<file path="src/rtl/nvl_pkg.sv">
package nvl_pkg;

    // Two guarded windows, 16 bytes each; base addresses are behaviour.
    localparam logic [15:0] WIN0_BASE = 16'h0020;
    localparam logic [15:0] WIN1_BASE = 16'h0030;
    localparam int          MAX_BYTES = 8192;

    typedef enum logic [1:0] {
        SZ_BYTE = 2'd0,
        SZ_HALF = 2'd1,
        SZ_WORD = 2'd2,
        SZ_RSVD = 2'd3
    } nvl_size_e;

    typedef enum logic [1:0] {
        OFS_PTR_LO = 2'd0,
        OFS_PTR_HI = 2'd1,
        OFS_SPARE  = 2'd2,
        OFS_DATA   = 2'd3
    } nvl_ofs_e;

    // True when a byte address may be read or written.
    function automatic logic nvl_visible(input logic [15:0] a,
                                         input logic [1:0]  lk,
                                         input int unsigned bytes);
        logic v;
        v = (32'(a) < bytes);
        if (lk[0] && (a[15:4] == WIN0_BASE[15:4])) v = 1'b0;
        if (lk[1] && (a[15:4] == WIN1_BASE[15:4])) v = 1'b0;
        return v;
    endfunction

endpackage

</file>
<file path="src/rtl/nvl_store.sv">
module nvl_store #(
    parameter int BYTES = 256,
    localparam int AW   = $clog2(BYTES)
) (
    input  logic          clk,
    input  logic          we,
    input  logic [AW-1:0] waddr,
    input  logic [7:0]    wdata,
    input  logic [AW-1:0] raddr_a,
    output logic [7:0]    rdata_a,
    input  logic [AW-1:0] raddr_b,
    output logic [7:0]    rdata_b
);
    // Contents are not reset: they model retained storage.
    logic [7:0] mem_q [BYTES];

    always_ff @(posedge clk) begin
        if (we) mem_q[waddr] <= wdata;
    end

    assign rdata_a = mem_q[raddr_a];
    assign rdata_b = mem_q[raddr_b];
endmodule

</file>
<file path="src/rtl/nvl_lock_gate.sv">
module nvl_lock_gate
    import nvl_pkg::*;
#(
    parameter int BYTES = 256
) (
    input  logic        clk,
    input  logic        rst_n,
    input  logic        tgl,
    input  logic        idx,
    input  logic [15:0] addr_a,
    input  logic [15:0] addr_b,
    output logic        vis_a,
    output logic        vis_b,
    output logic [1:0]  lock
);
    typedef struct packed {
        logic [1:0] bits;
    } lock_t;

    lock_t st_d, st_q;

    always_comb begin
        st_d = st_q;
        if (tgl) st_d.bits[idx] = ~st_q.bits[idx];
    end

    always_ff @(posedge clk or negedge rst_n) begin
        if (!rst_n) st_q <= '0;
        else        st_q <= st_d;
    end

    assign lock  = st_q.bits;
    assign vis_a = nvl_visible(addr_a, st_q.bits, BYTES);
    assign vis_b = nvl_visible(addr_b, st_q.bits, BYTES);
endmodule

</file>
<file path="src/rtl/nvl_port_ctl.sv">
module nvl_port_ctl
    import nvl_pkg::*;
(
    input  logic        clk,
    input  logic        rst_n,
    input  logic        hold,
    input  logic [1:0]  sel,
    input  logic        wr,
    input  logic [7:0]  wdata,
    output logic [15:0] ptr,
    output logic        store
);
    typedef struct packed {
        logic [15:0] ptr;
    } port_t;

    port_t st_d, st_q;

    always_comb begin
        st_d  = st_q;
        store = 1'b0;
        if (wr && !hold) begin
            unique case (nvl_ofs_e'(sel))
                OFS_PTR_LO: st_d.ptr[7:0]  = wdata;
                OFS_PTR_HI: st_d.ptr[15:8] = wdata;
                OFS_DATA: begin
                    store    = 1'b1;
                    st_d.ptr = '0;
                end
                default: ;
            endcase
        end
    end

    always_ff @(posedge clk or negedge rst_n) begin
        if (!rst_n) st_q <= '0;
        else        st_q <= st_d;
    end

    assign ptr = st_q.ptr;
endmodule

</file>
<file path="src/rtl/nvl_wide_seq.sv">
module nvl_wide_seq
    import nvl_pkg::*;
(
    input  logic        clk,
    input  logic        rst_n,
    input  logic        req,
    input  logic        we,
    input  logic [1:0]  size,
    input  logic [15:0] addr,
    input  logic [31:0] wdata,
    output logic        busy,
    output logic        done,
    output logic [31:0] rdata,
    output logic [15:0] byte_addr,
    output logic        byte_we,
    output logic [7:0]  byte_wdata,
    input  logic [7:0]  byte_rdata
);
    typedef struct packed {
        logic        busy;
        logic        done;
        logic [1:0]  idx;
        logic [1:0]  last;
        logic        we;
        logic [15:0] base;
        logic [31:0] wdat;
        logic [31:0] rdat;
    } seq_t;

    seq_t st_d, st_q;
    logic [1:0] shift;

    always_comb begin
        st_d      = st_q;
        st_d.done = 1'b0;
        if (!st_q.busy) begin
            if (req) begin
                st_d.busy = 1'b1;
                st_d.idx  = '0;
                unique case (nvl_size_e'(size))
                    SZ_BYTE: st_d.last = 2'd0;
                    SZ_HALF: st_d.last = 2'd1;
                    default: st_d.last = 2'd3;
                endcase
                st_d.we   = we;
                st_d.base = addr;
                st_d.wdat = wdata;
                st_d.rdat = '0;
            end
        end else begin
            if (!st_q.we) st_d.rdat = {st_q.rdat[23:0], byte_rdata};
            if (st_q.idx == st_q.last) begin
                st_d.busy = 1'b0;
                st_d.done = 1'b1;
            end else begin
                st_d.idx = st_q.idx + 2'd1;
            end
        end
    end

    always_ff @(posedge clk or negedge rst_n) begin
        if (!rst_n) st_q <= '0;
        else        st_q <= st_d;
    end

    // Most significant byte goes to the lowest address.
    assign shift      = st_q.last - st_q.idx;
    assign byte_addr  = st_q.base + {14'd0, st_q.idx};
    assign byte_we    = st_q.busy & st_q.we;
    assign byte_wdata = st_q.wdat[{shift, 3'b000} +: 8];
    assign busy       = st_q.busy;
    assign done       = st_q.done;
    assign rdata      = st_q.rdat;
endmodule

</file>
<file path="src/rtl/nvram_lockwin.sv">
module nvram_lockwin
    import nvl_pkg::*;
#(
    parameter int BYTES = 256
) (
    input  logic        clk,
    input  logic        rst_n,
    input  logic [1:0]  pt_sel,
    input  logic        pt_wr,
    input  logic [7:0]  pt_wdata,
    output logic [7:0]  pt_rdata,
    input  logic        lk_tgl,
    input  logic        lk_idx,
    input  logic        mm_req,
    input  logic        mm_we,
    input  logic [1:0]  mm_size,
    input  logic [15:0] mm_addr,
    input  logic [31:0] mm_wdata,
    output logic        mm_busy,
    output logic        mm_done,
    output logic [31:0] mm_rdata
);
    localparam int AW = $clog2(BYTES);

    logic [15:0] ptr_q;
    logic        port_store;
    logic [1:0]  lock_q;
    logic        vis_ptr, vis_seq;
    logic [15:0] seq_addr;
    logic        seq_we;
    logic [7:0]  seq_wdata, seq_rbyte;
    logic [7:0]  ram_ptr, ram_seq;
    logic        mem_we;
    logic [15:0] mem_waddr16;
    logic [7:0]  mem_wdata;

    nvl_port_ctl u_port (
        .clk   (clk),
        .rst_n (rst_n),
        .hold  (mm_busy),
        .sel   (pt_sel),
        .wr    (pt_wr),
        .wdata (pt_wdata),
        .ptr   (ptr_q),
        .store (port_store)
    );

    nvl_lock_gate #(.BYTES(BYTES)) u_lock (
        .clk    (clk),
        .rst_n  (rst_n),
        .tgl    (lk_tgl),
        .idx    (lk_idx),
        .addr_a (ptr_q),
        .addr_b (seq_addr),
        .vis_a  (vis_ptr),
        .vis_b  (vis_seq),
        .lock   (lock_q)
    );

    nvl_wide_seq u_seq (
        .clk        (clk),
        .rst_n      (rst_n),
        .req        (mm_req),
        .we         (mm_we),
        .size       (mm_size),
        .addr       (mm_addr),
        .wdata      (mm_wdata),
        .busy       (mm_busy),
        .done       (mm_done),
        .rdata      (mm_rdata),
        .byte_addr  (seq_addr),
        .byte_we    (seq_we),
        .byte_wdata (seq_wdata),
        .byte_rdata (seq_rbyte)
    );

    // Single write port: the sequencer owns it while busy; the port path is held off then.
    always_comb begin
        mem_we      = 1'b0;
        mem_waddr16 = ptr_q;
        mem_wdata   = pt_wdata;
        if (seq_we) begin
            mem_we      = vis_seq;
            mem_waddr16 = seq_addr;
            mem_wdata   = seq_wdata;
        end else if (port_store) begin
            mem_we = vis_ptr;
        end
    end

    nvl_store #(.BYTES(BYTES)) u_mem (
        .clk     (clk),
        .we      (mem_we),
        .waddr   (mem_waddr16[AW-1:0]),
        .wdata   (mem_wdata),
        .raddr_a (ptr_q[AW-1:0]),
        .rdata_a (ram_ptr),
        .raddr_b (seq_addr[AW-1:0]),
        .rdata_b (ram_seq)
    );

    assign seq_rbyte = vis_seq ? ram_seq : 8'hFF;
    assign pt_rdata  = (nvl_ofs_e'(pt_sel) == OFS_DATA && vis_ptr) ? ram_ptr : 8'hFF;
endmodule

</file>
<file path="config.mk">
export PLATFORM = sky130hd
export DESIGN_NAME = nvram_lockwin
export DESIGN_NICKNAME = d
export VERILOG_FILES = /design/src/rtl/nvl_pkg.sv /design/src/rtl/nvl_store.sv /design/src/rtl/nvl_lock_gate.sv /design/src/rtl/nvl_port_ctl.sv /design/src/rtl/nvl_wide_seq.sv /design/src/rtl/nvram_lockwin.sv
export SDC_FILE = /design/constraint.sdc
export NUM_CORES = 2
export LEC_CHECK = 0
export ABC_CLOCK_PERIOD_IN_PS = 5100
export BUFFER_PORTS_ARGS = -buffer_cell sky130_fd_sc_hd__buf_2
export CAP_MARGIN = 20
export CORE_MARGIN = 3
export CORE_UTILIZATION = 47
export CTS_CLUSTER_SIZE = 25
export DETAILED_ROUTE_END_ITERATION = 7
export MAX_ROUTING_LAYER = met4
export PLACE_DENSITY = 0.66
export SLEW_MARGIN = 20
export SYNTH_ARGS = -nofsm -noshare
export SYNTH_HDL_FRONTEND = slang
export SYNTH_HIERARCHICAL = 1
export SYNTH_SLANG_ARGS = --single-unit
</file>
<file path="constraint.sdc">
create_clock -name clk -period 5.1 [get_ports clk]
set_clock_uncertainty 0.1 [all_clocks]
set_input_delay 0.765 -clock clk [delete_from_list [all_inputs] [get_ports clk]]
set_output_delay 0.765 -clock clk [all_outputs]
set_load 0.01 [all_outputs]
</file>
# [Yosys cells after proc, flatten, opt, wreduce, memory -nomap -nowiden]
# Memories as Yosys holds them, arrays and structs flattened.
# Index checks and enable logic that the tools add are counted.
[classes] n_addsub=3 order_cmp=4 eq_ne=10 shift=1 muxes=31 bitwise_logic=3 reduce_logical=18
[op_table] operator="2-to-1 mux 85 bit" count=1
[op_table] operator="2-to-1 mux 32 bit" count=2
[op_table] operator="equality test 12 x 2 -> 1 bit, second input constant" count=4
[op_table] operator="less-than comparator 16 x 9 -> 1 bit, second input constant" count=2
[op_table] operator="2-to-1 mux 8 bit" count=4
[op_table] operator="one-hot mux 8 bit (2 select lines)" count=2
[op_table] operator="variable part select 32 x 6 -> 8 bit" count=1
[op_table] operator="adder 16 x 2 -> 16 bit" count=1
[op_table] operator="2-to-1 mux 1 bit" count=16
[op_table] operator="AND reduction 2 bit" count=5
[op_table] operator="logical AND 1 bit" count=7
[op_table] operator="2-to-1 mux 2 bit" count=3
[op_table] operator="nonzero test 2 bit" count=3
[op_table] operator="equality test 2 x 1 -> 1 bit, second input constant" count=2
[op_table] operator="zero test 2 bit" count=2
[op_table] operator="!= test 2 bit, second input constant" count=2
[op_table] operator="one-hot mux 2 bit (2 select lines)" count=1
[op_table] operator="adder 2 x 1 -> 2 bit, second input constant" count=1
[op_table] operator="bitwise mux 2 bit" count=1
[op_table] operator="equality test 2 bit" count=1
[op_table] operator="equality test 2 bit, second input constant" count=1
[op_table] operator="less-than comparator 1 x 2 -> 1 bit, second input constant" count=1
[op_table] operator="NOT 1 bit" count=2
[op_table] operator="subtractor 2 bit" count=1
[op_table] operator="other kinds (4)" count=4
[totals] regBits=105 ramBits=2048 inputBits=67 out_inout_bits=42 wordCells=82 n_memories=1
[memory_table] memory="u_mem.mem_q" depth=256 word_bits=8 rd=2 rd_ports_with_merged_regs=0 wr=1 line_no="nvl_store.sv:15" text="logic [7:0] mem_q [BYTES];"

# [Depth between registers and ports, before layout]
[logic_depth] ltp_word=8 mapped_depth=17 mapped_depth_nobuf=13

# [Cells and area by module]
# The synthesis kept the hierarchy.
[by_module_without_submodules] module="nvl_store" n_inst=1 cells_each=4831 area_per_inst_um2=96652.7 seq_area_each_um2=61499.0
[by_module_without_submodules] module="nvl_wide_seq" n_inst=1 cells_each=286 area_per_inst_um2=3963.8 seq_area_each_um2=2177.1
[by_module_without_submodules] module="nvl_port_ctl" n_inst=1 cells_each=76 area_per_inst_um2=709.4 seq_area_each_um2=400.4
[by_module_without_submodules] module="nvram_lockwin" n_inst=1 cells_each=38 area_per_inst_um2=359.1 seq_area_each_um2=0.0
[by_module_without_submodules] module="nvl_lock_gate" n_inst=1 cells_each=16 area_per_inst_um2=175.2 seq_area_each_um2=50.0

# [Least setup slack after synthesis]
# OpenSTA, ideal clock, no wires.
[synth_timing] path_kind="register -> register" startpoint="register u_seq/st_q[83] (netlist bit)" endpoint="memory u_mem.mem_q[234][0] (enable)" setup_time_ns=0.370 arrival_time_ns=4.301 required_ns=4.630 setup_slack_ns=0.328 stages_incl_launch_ff=16 path_buffers=3 period_less_slack_ns=4.772 cell_sequence="dfrtp_1 ha_1 inv_1 fa_1 nor4_1 nand3_1 xnor2_1 or4_1 a311oi_2 nand2_1 o21ai_0 clkbuf_1 clkbuf_1 nand3_1 clkbuf_1 nor2_1"
[synth_between] elab_chain_cells=8 word_cells_on_any_way=12 cone_classes="add/sub: 1; order compare: 1; eq/ne: 2; mux: 6; reduce/logical: 2"
[synth_lines] item="start, declared" line_no="nvl_wide_seq.sv:30" text="seq_t st_d, st_q;"
[synth_lines] item="start signal, assigned" line_no="nvl_wide_seq.sv:63" text="else st_q <= st_d;"
[synth_lines] item="adder 16 x 2 -> 16 bit *" line_no="nvl_wide_seq.sv:68" text="assign byte_addr = st_q.base + {14'd0, st_q.idx};"
[synth_lines] item="via seq_addr[14]" line_no="nvram_lockwin.sv:29" text="logic [15:0] seq_addr;"
[synth_lines] item="parallel branches: the longest is 3 deep, another holds less-than comparator 16 x 9 -> 1 bit"
[synth_lines] item="2-to-1 mux 1 bit *" line_no="nvl_pkg.sv:29" text="if (lk[1] && (a[15:4] == WIN1_BASE[15:4])) v = 1'b0;"
[synth_lines] item="via vis_seq" line_no="nvram_lockwin.sv:28" text="logic vis_ptr, vis_seq;"
[synth_lines] item="2-to-1 mux 1 bit *" line_no="nvram_lockwin.sv:82" text="if (seq_we) begin"
[synth_lines] item="via mem_we" line_no="nvram_lockwin.sv:33" text="logic mem_we;"
[synth_lines] item="2-to-1 mux 1 bit *" line_no="nvl_store.sv:18" text="if (we) mem_q[waddr] <= wdata;"
[synth_lines] item="2-to-1 mux 1 bit (not written as such) *" line_no="nvl_store.sv:18"
[synth_lines] item="end, declared" line_no="nvl_store.sv:15"
# Mark *: on every way through the listed nets, which the timed path passes.

# [Worst setup path after layout]
[layout_timing] startpoint="register u_port.st_q, in the netlist u_port/ptr[0]" endpoint="output port pt_rdata[1]"
[layout_between] word_cells_on_any_way=6 cone_classes="order compare: 1; mux: 3; reduce/logical: 1; memory: 1"
[layout_rtl] item="start, declared" line_no="nvl_port_ctl.sv:17" text="port_t st_d, st_q;"
[layout_rtl] item="start signal, assigned" line_no="nvl_port_ctl.sv:37" text="else st_q <= st_d;"
[layout_rtl] item="memory (256 x 8 bit)"
[layout_rtl] item="via ram_ptr[1]" line_no="nvram_lockwin.sv:32" text="logic [7:0] ram_ptr, ram_seq;"
[layout_rtl] item="2-to-1 mux 8 bit" line_no="nvram_lockwin.sv:103" text="assign pt_rdata = (nvl_ofs_e'(pt_sel) == OFS_DATA && vis_ptr) ? ram_ptr : 8'hFF;"
[layout_rtl] item="end, declared" line_no="nvram_lockwin.sv:11" text="output logic [7:0] pt_rdata,"
# The timed path passes the listed nets, and every way through them passes these cells.

==> results.cfg <==
[timing]
hold_viol = 0
finalCriticalPeriod_ps = 5180
slew_violations = 0
fin_ws_ps = -84.0
slew_headroom_pct = 22.5
rsz0062_at_grt = true
tns_ps = -268
fmax_ghz = 0.193
worstMarginPinSlew_ps = 1160
fin_crit_sh_pct = 102
setup_viol = 6

[setup_path]
startpoint_type = flop
critical_path_class = flop to output pin
worstPathRequired_ps = 4240
worstReg2RegStart = u_seq/st_q[83]$_DFFE_PN0P_
worst_ep_arrival_time_ps = 4320
crit_path_start = u_port/ptr[0]$_DFFE_PN0P_
cp_max_fo = 11
cp-end-kind = output pin

[logic_synthesis]
synth.distinct_cells = 80
async_flop_share_pct = 4.88
postSynthAreaPerCell_um2 = 19.4
ys.flop_type = edfxtp_1
synth_edf_count = 2048
ys_seq_area_share_pct = 63.0
syn_nets = 5320
syn-cell-area_um2 = 102000
ys_warn_count = 6
synth_cells = 5247
synth-seq-cells = 2153

[clock_network]
cts_tree = built
path_clk_slew_ps = 60
cts_buffers = 215
cts-root-buf = clkbuf_16
clock_latency_ps = 870
clock_sinks = 2153
htreeDepth = 4
cts.path.max_buffers = 3

[routing]
vias_per_cell = 6.82
drt_iter0_drc = 9097
post_drt_wl_per_cell_um = 36.1
drt-total-wl_um = 322000
dr.pass1.iters = 6
ant_nets = 0
post-route-drc-count = 0
vias = 60900

[min_path]
min_from = mm_wdata[23]
hp-class = input port to flop

[grt]
gr-total-overflow = 0
grt_first_pass_wirelength_um = 454000
grt_max_degree = 134
track_usage_pct = 29.6
first_global_vias = 59600
antenna_found_initial = 8

[placement]
dp_slack_ps = -682
port_buffers = 108
hpwl_um = 212000
gp_congestion = 0.973

[floorplan]
start_util_pct = 47.4
io_pins = 109
die_w_um = 472
dieArea_um2 = 222000
die_height_um = 472
rows = 170
core_area_um2 = 215000

[outcome]
status = complete, but fails checks
violations = negative setup slack

[final_layout]
final_core_util_pct = 55.1
layout-drive-gt1-share_pct = 39.8
filler_cell_count = 16200
areaGrowthSynthToFinish_pct = 16.2
finalNetCount = 5977

[flow_run]
cap_violations = 0
## critical path: stages, from the launching register on
cell and delay [ps]:
dfrtp_4 470, buf_4 190, buf_12 180, mux4_2 550
mux4_2 600, a22oi_2 300, nand3_2 150, buf_4 180
o31ai_4 80, buf_6 200, a211oi_2 70, or2_4 310
buf_2 150
## per-layer routing
metal  routed length [um]  track usage [%]  up-vias
met5                    0                -        -
li1                     -                -    23800
met3                39800             6.88      647
met2               147000             43.0     4338
met4                15600             12.9        0
met1               120000             40.2    32200
## cells in the mapped netlist (6+ instances only)
master / instances / area [um^2]
and3b_1: 6 / 52.6
a221oi_1: 32 / 280
nor4_1: 8 / 50.1
nand2_1: 148 / 556
buf_12: 9 / 180
nand4_1: 17 / 106
o22ai_1: 48 / 300
nor2_1: 307 / 1150
xnor2_1: 12 / 105
dfrtp_1: 105 / 2630
buf_2: 110 / 551
and2_1: 13 / 81.3
mux2_2: 97 / 1090
a21oi_1: 80 / 400
o211ai_1: 13 / 97.6
a211oi_1: 28 / 210
buf_6: 46 / 518
clkbuf_1: 144 / 541
nand3_1: 58 / 290
a22o_1: 54 / 473
o31ai_1: 11 / 82.6
nor3_1: 22 / 110
nand3b_1: 6 / 45.0
a221o_1: 10 / 100
buf_4: 75 / 563
edfxtp_1: 2048 / 61500
nor3b_1: 8 / 60.1
a211o_1: 6 / 52.6
nand2b_1: 21 / 131
a22oi_1: 62 / 465
buf_8: 35 / 526
o21ai_0: 55 / 275
mux4_2: 1054 / 23700
nor2b_1: 29 / 181
buf_1: 27 / 101
inv_1: 8 / 30.0
o21ai_1: 11 / 55.1
or2_2: 14 / 87.6
and3_1: 6 / 37.5
a2bb2oi_1: 9 / 78.8
mux2_4: 8 / 120
o221ai_1: 65 / 569
mux2i_1: 237 / 2370
## layout by cell type, fill, tap and decap left out, types with 24 or more instances in the layout
cell type / count
edfxtp_1: 2048
dfrtp_1: 97
o221ai_1: 63
nor2_1: 304
o22ai_1: 47
nand3_1: 57
buf_16: 24
o21ai_0: 50
nor2b_1: 26
clkbuf_1: 50
clkbuf_16: 226
mux2_2: 90
mux2i_1: 235
bufinv_16: 24
a22o_1: 50
buf_2: 103
a21oi_1: 74
clkinv_2: 39
dlygate4sd3_1: 44
buf_4: 613
mux4_2: 1054
nand2_1: 144
a221oi_1: 27
buf_12: 72
clkinv_1: 50
a22oi_1: 59
## through the flow
| stage | area, um^2 | hold slack (ps) | instances |
|---|---|---|---|
| floorplan | 102000 | 355 | 5247 |
| global placement | 109000 | 380 | 8378 |
| detailed placement | 109000 | 377 | 8378 |
| CTS | 118000 | 0.965 | 8885 |
| global route | 118000 | 23.6 | 8932 |
| finish | 118000 | 53.0 | 8937 |
## path summary, 6_finish.rpt
kind                                          endpoint  slack (ps)  cells after the start
setup / recovery                           pt_rdata[1]         -80                     12
hold / removal              u_seq/st_q[55]$_DFFE_PN0P_          50                      2
setup reg to reg            u_seq/rdata[1]$_DFFE_PN0P_          40                     14
hold reg to reg            u_seq/rdata[25]$_DFFE_PN0P_         390                      1
max in group asynchronous  u_seq/rdata[10]$_DFFE_PN0P_        3350                      3
min in group asynchronous   u_seq/st_q[61]$_DFFE_PN0P_         440                      2
## cell type report
class                           instances  area (um^2)  share of cell area, %
Inverter                               13         61.3                 0.0518
Clock buffer                          272         5720                   4.83
Clock inverter                        131         1370                   1.15
Timing Repair Buffer                  886         8250                   6.97
Tap cell                             2838         3550                   3.00
Sequential cell                      2153        64100                   54.2
Antenna cell                            9         22.5                 0.0190
Multi-Input combinational cell       2635        35300                   29.8
## registers in the layout, indices dropped and copies added (netlist names)
register and flops:
u_seq/done 1, u_seq/busy 1, u_mem/mem_q 2048, u_seq/rdata 32, u_lock/lock 2, u_seq/st_q 53, u_port/ptr 16
## cell families (layout without fill, tap and decap cells)
family | count (synthesis) | after routing | synth area share, %
buf+inv | 459 | 1302 | 2.97
xor+xnor | 18 | 18 | 0.181
compound gates | 533 | 533 | 3.84
simple gates | 677 | 677 | 3.01
flops | 2153 | 2153 | 63.0
mux | 1401 | 1401 | 27.0
other cells | 0 | 9 | 0
fa+ha+maj | 6 | 6 | 0.0811
## timing repair
item,CTS,global route
resized for setup,87,49
pin swaps,8,17
buffers inserted,42,39
gates cloned,18,6
hold buffers,44,0
endpoints found under the hold margin,100,0
endpoints found under the setup margin,169,148
Power is not shown: default switching activity piles up to over one toggle a cycle in this logic, so the estimate is an artifact.
